[config.mk]
export PLATFORM = sky130hd
export DESIGN_NAME = exc_squash_ctrl
export DESIGN_NICKNAME = d
export VERILOG_FILES = /design/src/rtl/exc_pkg.sv /design/src/rtl/exc_detect.sv /design/src/rtl/exc_valid_pipe.sv /design/src/rtl/exc_capture.sv /design/src/rtl/exc_squash_ctrl.sv
export SDC_FILE = /design/constraint.sdc
export NUM_CORES = 1
export LEC_CHECK = 0
export ABC_AREA = 0
export BUFFER_PORTS_ARGS = -buffer_cell sky130_fd_sc_hd__clkbuf_2
export CELL_PAD_IN_SITES_DETAIL_PLACEMENT = 1
export CELL_PAD_IN_SITES_GLOBAL_PLACEMENT = 1
export CORE_MARGIN = 5
export CORE_UTILIZATION = 26
export DETAILED_ROUTE_END_ITERATION = 16
export HOLD_SLACK_MARGIN = 0.03
export PLACE_DENSITY_LB_ADDON = 0.1
export RECOVER_POWER = 100
export SYNTH_ARGS = -nofsm -noshare
export SYNTH_HDL_FRONTEND = slang
export SYNTH_SLANG_ARGS = --single-unit
[constraint.sdc]
create_clock -name clk_i -period 1.62 [get_ports clk_i]
set_clock_uncertainty 0.15 [all_clocks]
set_input_delay 0.324 -clock clk_i [delete_from_list [all_inputs] [get_ports clk_i]]
set_output_delay 0.324 -clock clk_i [all_outputs]
set_load 0.01 [all_outputs]
[src/rtl/exc_pkg.sv]
package exc_pkg;
  localparam int unsigned N_STAGE = 5;
  localparam int unsigned S_IF  = 0;
  localparam int unsigned S_ID  = 1;
  localparam int unsigned S_EX  = 2;
  localparam int unsigned S_MEM = 3;
  localparam int unsigned S_WB  = 4;

  typedef enum logic [1:0] {
    CAUSE_NONE = 2'b00,
    CAUSE_OVF  = 2'b01,
    CAUSE_UNF  = 2'b10
  } cause_e;
endpackage

[src/rtl/exc_detect.sv]
module exc_detect
  import exc_pkg::*;
(
  input  logic               ex_vld_i,
  input  logic               ovf_i,
  input  logic               unf_i,
  input  logic               br_taken_i,
  output logic               exc_o,
  output logic               br_o,
  output cause_e             cause_o,
  output logic [N_STAGE-1:0] flush_o
);
  assign exc_o   = ex_vld_i & (ovf_i | unf_i);
  assign br_o    = ex_vld_i & br_taken_i & ~exc_o;
  assign cause_o = ovf_i ? CAUSE_OVF : (unf_i ? CAUSE_UNF : CAUSE_NONE);

  // exception kills EX and younger, branch only the younger ones
  for (genvar g = 0; g < N_STAGE; g++) begin : g_flush
    if (g <= S_EX) begin : g_front
      if (g < S_EX) begin : g_young
        assign flush_o[g] = exc_o | br_o;
      end else begin : g_ex
        assign flush_o[g] = exc_o;
      end
    end else begin : g_back
      assign flush_o[g] = 1'b0;
    end
  end
endmodule

[src/rtl/exc_valid_pipe.sv]
module exc_valid_pipe
  import exc_pkg::*;
(
  input  logic               clk_i,
  input  logic               rst_ni,
  input  logic               fetch_vld_i,
  input  logic [N_STAGE-1:0] flush_i,
  output logic [N_STAGE-1:0] vld_o
);
  logic [N_STAGE-1:0] vld_q;

  for (genvar g = 0; g < N_STAGE; g++) begin : g_stage
    always_ff @(posedge clk_i or negedge rst_ni) begin
      if (!rst_ni) begin
        vld_q[g] <= 1'b0;
      end else begin
        if (g == 0) vld_q[g] <= fetch_vld_i;
        else        vld_q[g] <= vld_q[(g == 0) ? 0 : g-1] & ~flush_i[(g == 0) ? 0 : g-1];
      end
    end
  end

  assign vld_o = vld_q;
endmodule

[src/rtl/exc_capture.sv]
module exc_capture
  import exc_pkg::*;
#(
  parameter int unsigned PC_W = 32
) (
  input  logic            clk_i,
  input  logic            rst_ni,
  input  logic            take_i,
  input  logic [PC_W-1:0] pc_i,
  input  cause_e          cause_i,
  output logic [PC_W-1:0] epc_o,
  output logic [1:0]      cause_o
);
  logic [PC_W-1:0] epc_q;
  cause_e          cause_q;

  always_ff @(posedge clk_i or negedge rst_ni) begin
    if (!rst_ni) begin
      epc_q   <= '0;
      cause_q <= CAUSE_NONE;
    end else if (take_i) begin
      epc_q   <= pc_i;
      cause_q <= cause_i;
    end
  end

  assign epc_o   = epc_q;
  assign cause_o = cause_q;
endmodule

[src/rtl/exc_squash_ctrl.sv]
module exc_squash_ctrl
  import exc_pkg::*;
#(
  parameter int unsigned PC_W       = 32,
  parameter int unsigned REG_W      = 5,
  parameter logic [PC_W-1:0] HANDLER_PC = 32'h0000_0180
) (
  input  logic               clk_i,
  input  logic               rst_ni,
  input  logic               fetch_vld_i,
  input  logic               ex_ovf_i,
  input  logic               ex_unf_i,
  input  logic [PC_W-1:0]    ex_pc_i,
  input  logic [REG_W-1:0]   ex_dst_i,
  input  logic               br_taken_i,
  input  logic [PC_W-1:0]    br_target_i,
  input  logic               mem_we_i,
  input  logic               wb_we_i,
  output logic [N_STAGE-1:0] stage_vld_o,
  output logic [N_STAGE-1:0] flush_o,
  output logic               redirect_o,
  output logic [PC_W-1:0]    redirect_pc_o,
  output logic               wb_kill_o,
  output logic [REG_W-1:0]   kill_dst_o,
  output logic               mem_we_o,
  output logic               wb_we_o,
  output logic [PC_W-1:0]    epc_o,
  output logic [1:0]         cause_o
);
  logic               exc;
  logic               br;
  cause_e             cause;
  logic [N_STAGE-1:0] flush;
  logic [N_STAGE-1:0] vld;

  exc_detect u_det (
    .ex_vld_i   (vld[S_EX]),
    .ovf_i      (ex_ovf_i),
    .unf_i      (ex_unf_i),
    .br_taken_i (br_taken_i),
    .exc_o      (exc),
    .br_o       (br),
    .cause_o    (cause),
    .flush_o    (flush)
  );

  exc_valid_pipe u_vld (
    .clk_i       (clk_i),
    .rst_ni      (rst_ni),
    .fetch_vld_i (fetch_vld_i),
    .flush_i     (flush),
    .vld_o       (vld)
  );

  exc_capture #(.PC_W(PC_W)) u_cap (
    .clk_i   (clk_i),
    .rst_ni  (rst_ni),
    .take_i  (exc),
    .pc_i    (ex_pc_i),
    .cause_i (cause),
    .epc_o   (epc_o),
    .cause_o (cause_o)
  );

  assign stage_vld_o   = vld;
  assign flush_o       = flush;
  assign redirect_o    = exc | br;
  assign redirect_pc_o = exc ? HANDLER_PC : br_target_i;
  assign wb_kill_o     = exc;
  assign kill_dst_o    = exc ? ex_dst_i : '0;
  assign mem_we_o      = mem_we_i & vld[S_MEM];
  assign wb_we_o       = wb_we_i & vld[S_WB];
endmodule

### Word level (Yosys, flattened, before mapping)

Index checks and enable logic that the tools add are counted.

* mux-type cells: 4
* bitwise gates (word level): 12

Operators with widths (count)
* two-way mux 32 bit: 1
* AND 1 bit: 8
* two-way mux 5 bit: 1
* two-way mux 2 bit: 2
* NOT 1 bit: 2
* bitwise OR 1 bit: 2

* flip-flop bits (word level): 39
* word-level logic and storage cells: 23
* output and inout bits: 85
* input bits: 77

### Logic depth before layout (Yosys ltp)

* word-level depth: 7
* mapped depth: 5
* gate-level depth less buffers: 3

### Modules after synthesis

A second synthesis with hierarchy kept.

* cells, all modules: 135
* area, all modules: 1961.9 um^2

Modules (own cells, without submodules)
* exc_capture: area an instance 1417.6 um^2, cells an instance 72, times used 1
* exc_squash_ctrl: area an instance 287.8 um^2, cells an instance 44, times used 1
* exc_valid_pipe: area an instance 180.2 um^2, cells an instance 9, times used 1
* exc_detect: area an instance 76.3 um^2, cells an instance 10, times used 1

### Worst setup path after synthesis

OpenSTA, ideal clock, no wires.

* kind: register -> output
* from: reg u_vld.vld_q[2], in the netlist u_vld.vld_o[2]
* to: out kill_dst_o[0]
* cell stages (with the launch flop): 6
* setup slack: 95 ps
* data arrival time: 1051 ps
* path buffers: 2
* cells stage by stage: dfrtp_1 > o21ai_2 > inv_2 > buf_6 > buf_6 > and2_1

* cells in the longest elaborated chain, start to end: 2

RTL lines
* from (decl): RTL line exc_valid_pipe.sv:10 `logic [N_STAGE-1:0] vld_q;`
* from (signal, indexed assignment): RTL line exc_valid_pipe.sv:17 `if (g == 0) vld_q[g] <= fetch_vld_i;`
* from (signal, indexed assignment): RTL line exc_valid_pipe.sv:18 `else vld_q[g] <= vld_q[(g == 0) ? 0 : g-1] & ~flush_i[(g == 0) ? 0 : g-1];`
* AND 1 bit: RTL line exc_detect.sv:13 `assign exc_o = ex_vld_i & (ovf_i | unf_i);`
* via wb_kill_o: RTL line exc_squash_ctrl.sv:23 `output logic wb_kill_o,`
* two-way mux 5 bit: RTL line exc_squash_ctrl.sv:70 `assign kill_dst_o = exc ? ex_dst_i : '0;`
* to (decl): RTL line exc_squash_ctrl.sv:24 `output logic [REG_W-1:0] kill_dst_o,`

The timed path passes the listed nets, and every way through them passes these cells.

### Worst setup path in the final report

* from: reg u_vld.vld_q[2], in the netlist u_vld.vld_o[2]
* to: out redirect_pc_o[8]

* cells in the longest elaborated chain, start to end: 2

RTL lines
* AND 1 bit: RTL line exc_detect.sv:13
* two-way mux 32 bit: RTL line exc_squash_ctrl.sv:68 `assign redirect_pc_o = exc ? HANDLER_PC : br_target_i;`
* to (decl): RTL line exc_squash_ctrl.sv:22 `output logic [PC_W-1:0] redirect_pc_o,`

No other way between the ends.

==> reports/qor.yml <==
ir_drop_mv: 0.329
total_power_mw: 3.10
ys_ff_latch: 39
p_int_mw: 2.14
end_kind: "output pin"
place_ws_ns: -0.0661
path_cells: "o21ai_4 -> buf_12 -> or2b_1 -> clkbuf_2"
layout.cells.most_common_list: "91 x clkbuf_2, 42 x clkbuf_1, 39 x dfrtp_1"
synth_cell_types: 18
drv_cap: 0
swShare_pct: 31.1
met2_usage_pct: 23.1
cpLargestDelayFamily: "flip-flops"
globalRouteOverflowTotal: 0
place_hpwl_um: 4620
grt_use_met1_pct: 14.5
vias: 1669
setup_tns_ns: -5.30
power_leakage_nw: 1.55
r2r_cells: 5
antenna_cells: 0
syn_avg_cell_area_um2: 13.3
cts_buffers: 5
setup_viol: 42
hold_ws_ns: 0.115
critPathKind: "reg -> out"
drc: 0
worst-path-buf-inv: 2
htreeDepth: 2
viasPerCell: 4.31
rows: 30
portBuffers: 159
layout_setup_ws_ns: -0.174
worst_pin_slew_ns: 0.537
io-pin-count: 162
met3_usage_pct: 5.71
wire_per_inst_um: 15.5
layout_commonest_cell: "clkbuf_2"
slowest_stage: "dfrtp_1"
num-nets-final: 383
postRouteWirelength_um: 6000
synthToLayoutAreaGrowth_pct: 68.2
p_comb_share_pct: 37.3
die_y_um: 93.2
power_frac_clock_pct: 20.2
insertion_delay_ns: 0.28
power_density_mw_per_mm2: 1020
max_slew_margin_pct: 64.2
ant_nets: 0
hp-class: "in -> reg"
cts_tree: "built"
first_pass_iters: 4
switchingPower_uw: 962
grt_max_degree: 40
die-area_mm2: 0.00869
seqPwrFrac_pct: 42.5
dieWidth_um: 93.2
grt_busiest_layer: "met2"
drive_above_1_share_pct: 61.6
outcome: "complete, but fails checks"
crit_arrival_ns: 1.32
min_period_ns: 1.79
yosys_warnings: 0
drt-initial-drc-count: 39
slowest_delay_ns: 0.41
synthCells: 135
grt_pass1_wl_um: 9170
clk_pin_slew_ns: 0.08
start_kind: "flop"
slew_viol_final: 0
violations: "setup timing"
path_max_fanout: 16
hold_viol: 0
yosys.area.top_type: "dfrtp_1"
rsz0062_at_grt: "yes"
post-route-period-util_pct: 111
initial_core_util_pct: 26.6
place.gp.congestion: 0.742
whs_path_depth: 2
clock_sinks: 39
grt_pass1_vias: 1862
synth_top_area_share_pct: 54.2
yosysSeqAreaShare_pct: 54.2
yosys-top-cells-area: "dfrtp_1 54%, and2_1 14%, mux2_4 12%"
grtUsageTotal_pct: 13.4
max_freq_mhz: 557
core_region_area_mm2: 0.00676
cp.required_ns: 1.15
cts_max_path_buffers: 2
worst-path-stages: 4
synth_area_mm2: 0.00180
antenna_found_initial: 0
cts-root-buf: "clkbuf_8"
[worst register-to-register path: cells and delay by family (launching register included)]
kind | cells | cell delay [ns]
AO/OA/AOI/OAI | 1 | 0.10
buffers and inverters | 3 | 0.45
flip-flops | 1 | 0.40
multiplexers | 1 | 0.37
[logic make-up (layout without fill, tap and decap cells)]
kind of cell | count (synthesis) | count (layout) | synth area share, %
AOI/OAI and AO/OA | 5 | 5 | 1.95
buffers and inverters | 15 | 186 | 5.70
DFF | 39 | 39 | 54.2
muxes | 32 | 32 | 22.9
other | 1 | 2 | 0.208
and+or+nand+nor | 43 | 43 | 15.0
[final cells by class]
cell class	count	area (um2)
Fill cell	795	3730
Timing Repair Buffer	176	1080
Sequential cell	39	976
Multi-Input combinational cell	82	769
Tap cell	80	100
Clock buffer	6	72.6
Inverter	2	15.0
Clock inverter	2	12.5
[flip-flops by register name (all words and copies together), names as in the netlist]
| register | flops |
|---|---|
| u_cap.cause_o | 2 |
| u_cap.epc_o | 32 |
| u_vld.vld_o | 5 |
[routing by layer]
layer  vias up  routed length, um
li1        778                  -
met5         -                  0
met4         0                106
met2        96               3050
met3         9                793
met1       786               2050
[repair_timing]
action | 4_1_cts | 5_1_grt
hold endpoints to repair | 40 | 0
gates resized for setup | 20 | 54
gates cloned | 2 | 0
pin swaps | 8 | 8
setup buffers | 3 | 0
setup endpoints to repair | 42 | 42
hold buffers | 2 | 0
[final timing paths]
path / startpoint / end / slack [ns]
min in group asynchronous: rst_ni / u_cap.epc_o[25] / 0.52
max in group asynchronous: rst_ni / u_vld.vld_o[3] / 0.43
max: u_vld.vld_o[2] / redirect_pc_o[8] / -0.17
min: ex_pc_i[7] / u_cap.epc_o[7] / 0.12
max reg2reg: u_vld.vld_o[2] / u_cap.epc_o[0] / 0.04
min reg2reg: u_vld.vld_o[3] / u_vld.vld_o[4] / 0.24
[per-stage QoR]
| step | instance area [um2] | utilization, % | std cells |
|---|---|---|---|
| 3_3_place_gp | 2720 | 40.2 | 372 |
| 2_1_floorplan | 1800 | - | 136 |
| 3_5_place_dp | 2720 | 40.2 | 372 |
| 5_1_grt | 3030 | 44.8 | 387 |
| 6_report | 3030 | 44.8 | 387 |
| 4_1_cts | 2990 | 44.2 | 387 |
[Yosys cell counts, drive strengths merged]
master  number
a21oi        2
mux2        32
nor3b        1
dfrtp       39
o21ai        1
a22o         1
nand2        1
and2        39
o31ai        1
buf         10
inv          2
conb         1
or2b         2
clkbuf       3
[power groups by stage]
stage,sequential (mW),clock (mW),combinational [mW]
after floorplan,1.44,0,0.459
after global routing,1.35,0.710,1.25
after detailed placement,1.34,0,1.09
after global placement,1.32,0,1.09
after CTS,1.32,0.666,1.19
final,1.32,0.627,1.15
(Power assumes the default switching activity.)
